===== config.mk =====
export PLATFORM = sky130hd
export DESIGN_NAME = shared_tmr_prescaler
export DESIGN_NICKNAME = d
export VERILOG_FILES = /design/src/rtl/tmr_pre_pkg.sv /design/src/rtl/prescale_core.sv /design/src/rtl/ext_edge_det.sv /design/src/rtl/src_select.sv /design/src/rtl/shared_tmr_prescaler.sv
export SDC_FILE = /design/constraint.sdc
export NUM_CORES = 1
export LEC_CHECK = 0
export BUFFER_PORTS_ARGS = -buffer_cell sky130_fd_sc_hd__buf_2
export CAP_MARGIN = 20
export CORE_MARGIN = 2
export CORE_UTILIZATION = 50
export CTS_BUF_LIST = sky130_fd_sc_hd__clkbuf_4 sky130_fd_sc_hd__clkbuf_8
export DETAILED_ROUTE_END_ITERATION = 7
export HOLD_SLACK_MARGIN = 0.12
export PLACE_DENSITY = 0.77
export SLEW_MARGIN = 15
export SYNTH_ARGS = -nofsm -noshare
export SYNTH_HDL_FRONTEND = slang
export SYNTH_HIERARCHICAL = 1
export SYNTH_SLANG_ARGS = --single-unit
export TNS_END_PERCENT = 5

===== constraint.sdc =====
create_clock -name clk -period 2.2 [get_ports clk]
set_input_delay 0.11 -clock clk [delete_from_list [all_inputs] [get_ports clk]]
set_output_delay 0.11 -clock clk [all_outputs]
set_load 0.05 [all_outputs]

===== src/rtl/tmr_pre_pkg.sv =====
package tmr_pre_pkg;

  localparam int SEL_W  = 3;
  localparam int N_TAPS = 4;
  localparam int CNT_W  = 10;

  typedef enum logic [SEL_W-1:0] {
    SRC_OFF      = 3'd0,
    SRC_SYS      = 3'd1,
    SRC_DIV8     = 3'd2,
    SRC_DIV64    = 3'd3,
    SRC_DIV256   = 3'd4,
    SRC_DIV1024  = 3'd5,
    SRC_EXT_FALL = 3'd6,
    SRC_EXT_RISE = 3'd7
  } src_sel_e;

  // log2 of the divide ratio for tap t
  function automatic int tap_shift(input int t);
    case (t)
      0:       return 3;
      1:       return 6;
      2:       return 8;
      default: return 10;
    endcase
  endfunction

endpackage


===== src/rtl/prescale_core.sv =====
module prescale_core
  import tmr_pre_pkg::*;
#(
  parameter int CW = CNT_W
) (
  input  logic              clk,
  input  logic              rst_n,
  input  logic              restart_i,
  output logic [N_TAPS-1:0] tap_o
);

  logic [CW-1:0] cnt_q;

  always_ff @(posedge clk) begin
    if (!rst_n || restart_i) cnt_q <= '0;
    else                     cnt_q <= cnt_q + 1'b1;
  end

  for (genvar t = 0; t < N_TAPS; t++) begin : g_tap
    localparam int SH = tap_shift(t);
    assign tap_o[t] = &cnt_q[SH-1:0];
  end

endmodule


===== src/rtl/ext_edge_det.sv =====
module ext_edge_det #(
  parameter int SYNC_STAGES = 2
) (
  input  logic clk,
  input  logic rst_n,
  input  logic pin_i,
  output logic rise_o,
  output logic fall_o
);

  logic [SYNC_STAGES-1:0] sync_q;
  logic                   last_q;

  always_ff @(posedge clk) begin
    if (!rst_n) begin
      sync_q <= '0;
      last_q <= 1'b0;
    end else begin
      sync_q <= {sync_q[SYNC_STAGES-2:0], pin_i};
      last_q <= sync_q[SYNC_STAGES-1];
    end
  end

  assign rise_o =  sync_q[SYNC_STAGES-1] & ~last_q;
  assign fall_o = ~sync_q[SYNC_STAGES-1] &  last_q;

endmodule


===== src/rtl/src_select.sv =====
module src_select
  import tmr_pre_pkg::*;
(
  input  logic [SEL_W-1:0]  sel_i,
  input  logic              rst_n,
  input  logic [N_TAPS-1:0] tap_i,
  input  logic              rise_i,
  input  logic              fall_i,
  output logic              en_o
);

  always_comb begin
    unique case (src_sel_e'(sel_i))
      SRC_OFF:      en_o = 1'b0;
      SRC_SYS:      en_o = rst_n;
      SRC_DIV8:     en_o = tap_i[0];
      SRC_DIV64:    en_o = tap_i[1];
      SRC_DIV256:   en_o = tap_i[2];
      SRC_DIV1024:  en_o = tap_i[3];
      SRC_EXT_FALL: en_o = fall_i;
      SRC_EXT_RISE: en_o = rise_i;
      default:      en_o = 1'b0;
    endcase
  end

endmodule


===== src/rtl/shared_tmr_prescaler.sv =====
module shared_tmr_prescaler
  import tmr_pre_pkg::*;
#(
  parameter int N_TMR = 2
) (
  input  logic                        clk,
  input  logic                        rst_n,
  input  logic                        psr_wr_i,
  input  logic                        psr_wdata_i,
  output logic                        psr_rdata_o,
  input  logic [N_TMR-1:0][SEL_W-1:0] sel_i,
  input  logic [N_TMR-1:0]            ext_pin_i,
  output logic [N_TMR-1:0]            cnt_en_o
);

  logic              restart_w;
  logic [N_TAPS-1:0] tap_w;

  // the restart bit acts on the write and holds no state
  assign restart_w   = psr_wr_i & psr_wdata_i;
  assign psr_rdata_o = 1'b0;

  prescale_core #(.CW(CNT_W)) u_pre (
    .clk       (clk),
    .rst_n     (rst_n),
    .restart_i (restart_w),
    .tap_o     (tap_w)
  );

  for (genvar i = 0; i < N_TMR; i++) begin : g_tmr
    logic rise_w, fall_w;

    ext_edge_det #(.SYNC_STAGES(2)) u_edge (
      .clk    (clk),
      .rst_n  (rst_n),
      .pin_i  (ext_pin_i[i]),
      .rise_o (rise_w),
      .fall_o (fall_w)
    );

    src_select u_sel (
      .sel_i  (sel_i[i]),
      .rst_n  (rst_n),
      .tap_i  (tap_w),
      .rise_i (rise_w),
      .fall_i (fall_w),
      .en_o   (cnt_en_o[i])
    );
  end

endmodule


* Word level (Yosys, flattened, before mapping)
Cells that the tools add are included.
** Word-level totals
- Logic and storage cells :: 39
- Input port bits :: 12
- Register bits after elaboration :: 16
** Operators by class
- Reductions and logical operators :: 8
- Eq/ne operators :: 14
- $add $sub $neg :: 1
- Multiplexer cells :: 2
- Bitwise operators :: 9
** Operators with widths (count)
- $eq 3x3->1 const B :: 8
- $pmux 1 s8 :: 2
- $eq 3x2->1 const B :: 4
- $add 10x1->10 const B :: 1
- $reduce_and 10->1 :: 1
- $reduce_and 8->1 :: 1
- $eq 3x1->1 const B :: 2
- $logic_not 3->1 :: 2
- $reduce_and 6->1 :: 1
- $and 1x1->1 :: 5
- $not 1->1 :: 4
- $reduce_and 3->1 :: 1
- $logic_not 1->1 :: 1
- $logic_or 1x1->1 :: 1

* Depth between registers and ports, before layout
- Depth in word-level cells :: 3
- Gate-level depth with buffers :: 5
- Gate-level depth less buffers :: 5

* Hierarchy
Netlist, hierarchy kept.
** By module, submodules not included
- prescale_core :: instances 1, cells each 51, area an instance 449.2 um2, seq. area each 200.2 um2
- ext_edge_det :: instances 2, cells each 8, area an instance 91.3 um2, seq. area each 60.1 um2
- src_select :: instances 2, cells each 5, area an instance 63.8 um2, seq. area each 0.0 um2
- shared_tmr_prescaler :: instances 1, cells each 3, area an instance 17.5 um2, seq. area each 0.0 um2

* Worst setup path after synthesis
No wires, ideal clock.
- Path type :: register to output
- From :: reg u_pre.cnt_q[0]
- To :: out cnt_en_o[0]
- Setup slack :: 0.448 ns
- Required time :: 2.090 ns
- Buffers on the path :: 0
- Arrival time :: 1.642 ns
- Cell stages (with the launch flop) :: 6
- Cell sequence :: dfxtp_1 -> ha_1 -> nand4_1 -> nor2_1 -> mux2_1 -> mux4_2
** Between the ends
- Cells in the longest elaborated chain, start to end :: 2
- Elaborated cells on any way between the ends :: 5
** Ends and longest elaborated chain
- start, declared :: RTL line prescale_core.sv:12 : logic [CW-1:0] cnt_q;
- start signal, assigned :: RTL line prescale_core.sv:16 : else cnt_q <= cnt_q + 1'b1;
- $reduce_and 10->1 :: RTL line prescale_core.sv:21 : assign tap_o[t] = &cnt_q[SH-1:0];
- via tap_w[3] :: RTL line shared_tmr_prescaler.sv:17 : logic [N_TAPS-1:0] tap_w;
- $pmux 1 s8 :: RTL line src_select.sv:13 : unique case (src_sel_e'(sel_i))
- end, declared :: RTL line shared_tmr_prescaler.sv:13 : output logic [N_TMR-1:0] cnt_en_o
The timed path passes the listed nets, and every way through them passes these cells.

* Final worst setup path
- From :: reg u_pre.cnt_q[0]
- To :: out cnt_en_o[0]
** Between the ends
- Cells in the longest elaborated chain, start to end :: 2
- Elaborated cells on any way between the ends :: 5
** Ends and longest elaborated chain (RTL line)
- $reduce_and 6->1 :: prescale_core.sv:21
- via tap_w[1] :: shared_tmr_prescaler.sv:17
- $pmux 1 s8 :: src_select.sv:13
The timed path passes the listed nets, and every way through them passes these cells.

==> flow_metrics.env <==
export IMPL_hold_depth=2
export IMPL_yosysSeqAreaShare=0.412
export IMPL_synth_top_family_by_area="simple AND/OR/NAND/NOR gates"
export IMPL_finalClockSkew_ns=0.00419
export IMPL_dr_pass1_iters=4
export IMPL_cp_slowest_cell="mux4_2"
export IMPL_max_stage_delay_ns=0.48
export IMPL_yosys_area_share_simple=0.301
export IMPL_coreArea_sq_um=1490
export IMPL_total_power_uw=509
export IMPL_synth_largest_area_cell="dfxtp_1"
export IMPL_drive_above_1_share=0.343
export IMPL_maxCapViolations=0
export IMPL_clock_latency_ns=0.28
export IMPL_dp_cells=108
export IMPL_hold_violations=0
export IMPL_syn_avg_cell_area_sq_um=9.71
export IMPL_clock_path_buffers=2
export IMPL_num_antenna_cells=0
export IMPL_grt_pass1_wl_um=2040
export IMPL_cts_sinks=16
export IMPL_leakage_uw=0.000387
export IMPL_yosys_top_cells_count="dfxtp_1, and2_1, nand3_1, nor2_1, nor2b_1"
export IMPL_numCtsBuffers=3
export IMPL_synth_most_common_cell="dfxtp_1"
export IMPL_start_util=0.522
export IMPL_h_tree_depth=1
export IMPL_grt_max_degree=11
export IMPL_antenna_found_initial=0
export IMPL_path_buf_inv=1
export IMPL_top_level_ports=15
export IMPL_first_global_vias=511
export IMPL_syn_cell_area_sq_um=777
export IMPL_die_height_um=43.4
export IMPL_overflow=0
export IMPL_p_per_area_nw_per_um2=535
export IMPL_routedWlPerCell_um=12.3
export IMPL_die_area_sq_um=1890
export IMPL_cts_root_buf="clkbuf_4"
export IMPL_crit_family="multiplexers"
export IMPL_min_to="g_tmr[1].u_edge/sync_q[0]"
export IMPL_synthDistinctLibCells=26
export IMPL_final_nets=115
export IMPL_synth_seq_cells=16
export IMPL_worstReg2RegStart="u_pre/cnt_q[0]"
export IMPL_synth_edf_count=0
export IMPL_rr_worst_depth=5
export IMPL_ir_worst_vdd_mv=0.355
export IMPL_routed_via_density=5.37
export IMPL_synthMuxAreaShare=0.171
export IMPL_criticalPathCategory="reg -> out"
export IMPL_syn_nets=94
export IMPL_synth_xor_area_frac=0.0225
export IMPL_synth_compound_area_share=0.0419
export IMPL_cp_depth=6
export IMPL_port_buffers=13
export IMPL_setup_viol=0
export IMPL_worstSetupStartpointType="register"
export IMPL_synth_area_top_cells="dfxtp_1, and2_1, mux2_2, mux4_2, nor2b_1"
export IMPL_grt_total_usage=0.149
export IMPL_yosysWarnings=6
export IMPL_path_cells="ha_4 > nand4_1 > nor2_2 > mux2_2 > mux4_2 > buf_8"
export IMPL_min_from="rst_n"
export IMPL_synth_top_area_share=0.412
export IMPL_reg2reg_slack_ns=0.65
export IMPL_synth_ff_type="dfxtp_1"
export IMPL_ant_nets=0
export IMPL_stdcell_count=115
export IMPL_min_period_ns=2.13
export IMPL_drv_slew=0
export IMPL_first_iter_violations=3
export IMPL_drcViolationCount=0
export IMPL_arrival_ns=2.02
export IMPL_die_w_um=43.4
export IMPL_clk_pin_slew_ns=0.09
export IMPL_status="finished clean"
export IMPL_num_fill_cells=120
export IMPL_fin_area_sq_um=951
export IMPL_vias=617
export IMPL_dp_hpwl_um=1020
export IMPL_placed_cell_area_sq_um=855
export IMPL_synthAdderAreaFrac=0.0322
export IMPL_place_congestion=0.829
export IMPL_required_ns=2.09
export IMPL_wirelength_um=1420
export IMPL_cp_max_fo=5
export IMPL_hp_class="in -> reg"
export IMPL_syn_instance_count=80
export IMPL_placementRows=14
export IMPL_cts_tree="yes"
export IMPL_synth_async_reset_ratio=0
export IMPL_area_growth_pct=22.4
export IMPL_fmax_mhz=468
export IMPL_endpoint_kind="primary output"
export IMPL_reg2reg_to="u_pre/cnt_q[8]"
export IMPL_period_share=0.970
-- worst max path at each step --
| stage | start | end | slack, ns |
|---|---|---|---|
| final | u_pre/cnt_q[0] | cnt_en_o[0] | 0.07 |
| after global routing | u_pre/cnt_q[0] | cnt_en_o[0] | -0.009 |
| after CTS | u_pre/cnt_q[0] | cnt_en_o[0] | 0.005 |
| after detailed placement | u_pre/cnt_q[0] | cnt_en_o[0] | 0.31 |
| after global placement | u_pre/cnt_q[0] | cnt_en_o[0] | 0.36 |
| after floorplan | u_pre/cnt_q[0] | cnt_en_o[0] | 0.45 |
-- cells in the final DEF, fill, tap and decap left out, types with 4 or more instances in the layout --
cell / count
nor2b_1: 5
and2_1: 9
buf_2: 11
nand3_1: 6
mux2_2: 4
nand2_1: 4
dfxtp_1: 14
-- worst register-to-register path, stage by stage, from the launching register on --
cell	delay, ns
dfxtp_2	0.39
ha_4	0.16
nand4_1	0.24
buf_4	0.22
or3_1	0.34
a21oi_1	0.14
-- stage by stage --
step,setup WS (ns),setup TNS [ns],hold slack [ns],utilization
floorplan,0.448,0,0.232,-
global placement,0.364,0,0.314,0.574
detailed placement,0.310,0,0.312,0.574
CTS,0.00468,0,0.159,0.603
global route,-0.00902,-0.00902,0.183,0.639
finish,0.0652,0,0.161,0.639
-- state kept, by name, summed over array words and instances (netlist names) --
name,cells
g_tmr.u_edge/sync_q,4
g_tmr.u_edge/last_q,2
u_pre/cnt_q,10
-- where the power goes --
group	internal [uW]	total (uW)	switching [uW]
Clock	63.4	150	86.2
Combinational	27.8	54.4	26.6
Sequential	298	305	6.80
-- per-layer routing --
metal  vias to the layer above  global-route usage  share of wire
met1                       287               0.186           0.48
met5                         -                   0              0
li1                        314                   -              -
met3                         2              0.0500          0.028
met4                         0              0.0727          0.011
met2                        14               0.230           0.48
-- layout make-up --
cell class              count  area [sq um]  area share
clock buffers               3          22.5      0.0237
well taps                  16          20.0      0.0211
multi-input cells          62           465       0.489
inverters                   1          3.75     0.00395
repair buffers             17           116       0.122
flip-flops and latches     16           323       0.339
-- what timing repair did --
item | in CTS | in global routing
hold endpoints to repair | 2 | 0
setup endpoints to repair | 0 | 2
resized for setup | 0 | 14
setup buffers | 0 | 2
hold buffers | 2 | 0
-- cell families (layout without fill, tap and decap cells) --
kind of cell	after synthesis	in the layout
AND/OR/NAND/NOR	41	41
adder cells (fa/ha/maj)	2	2
multiplexers	10	10
buffers and inverters	2	21
XOR/XNOR	2	2
flip-flops	16	16
AO/OA/AOI/OAI	6	6
other	1	1
No activity file was read; power rests on OpenSTA's default activity.
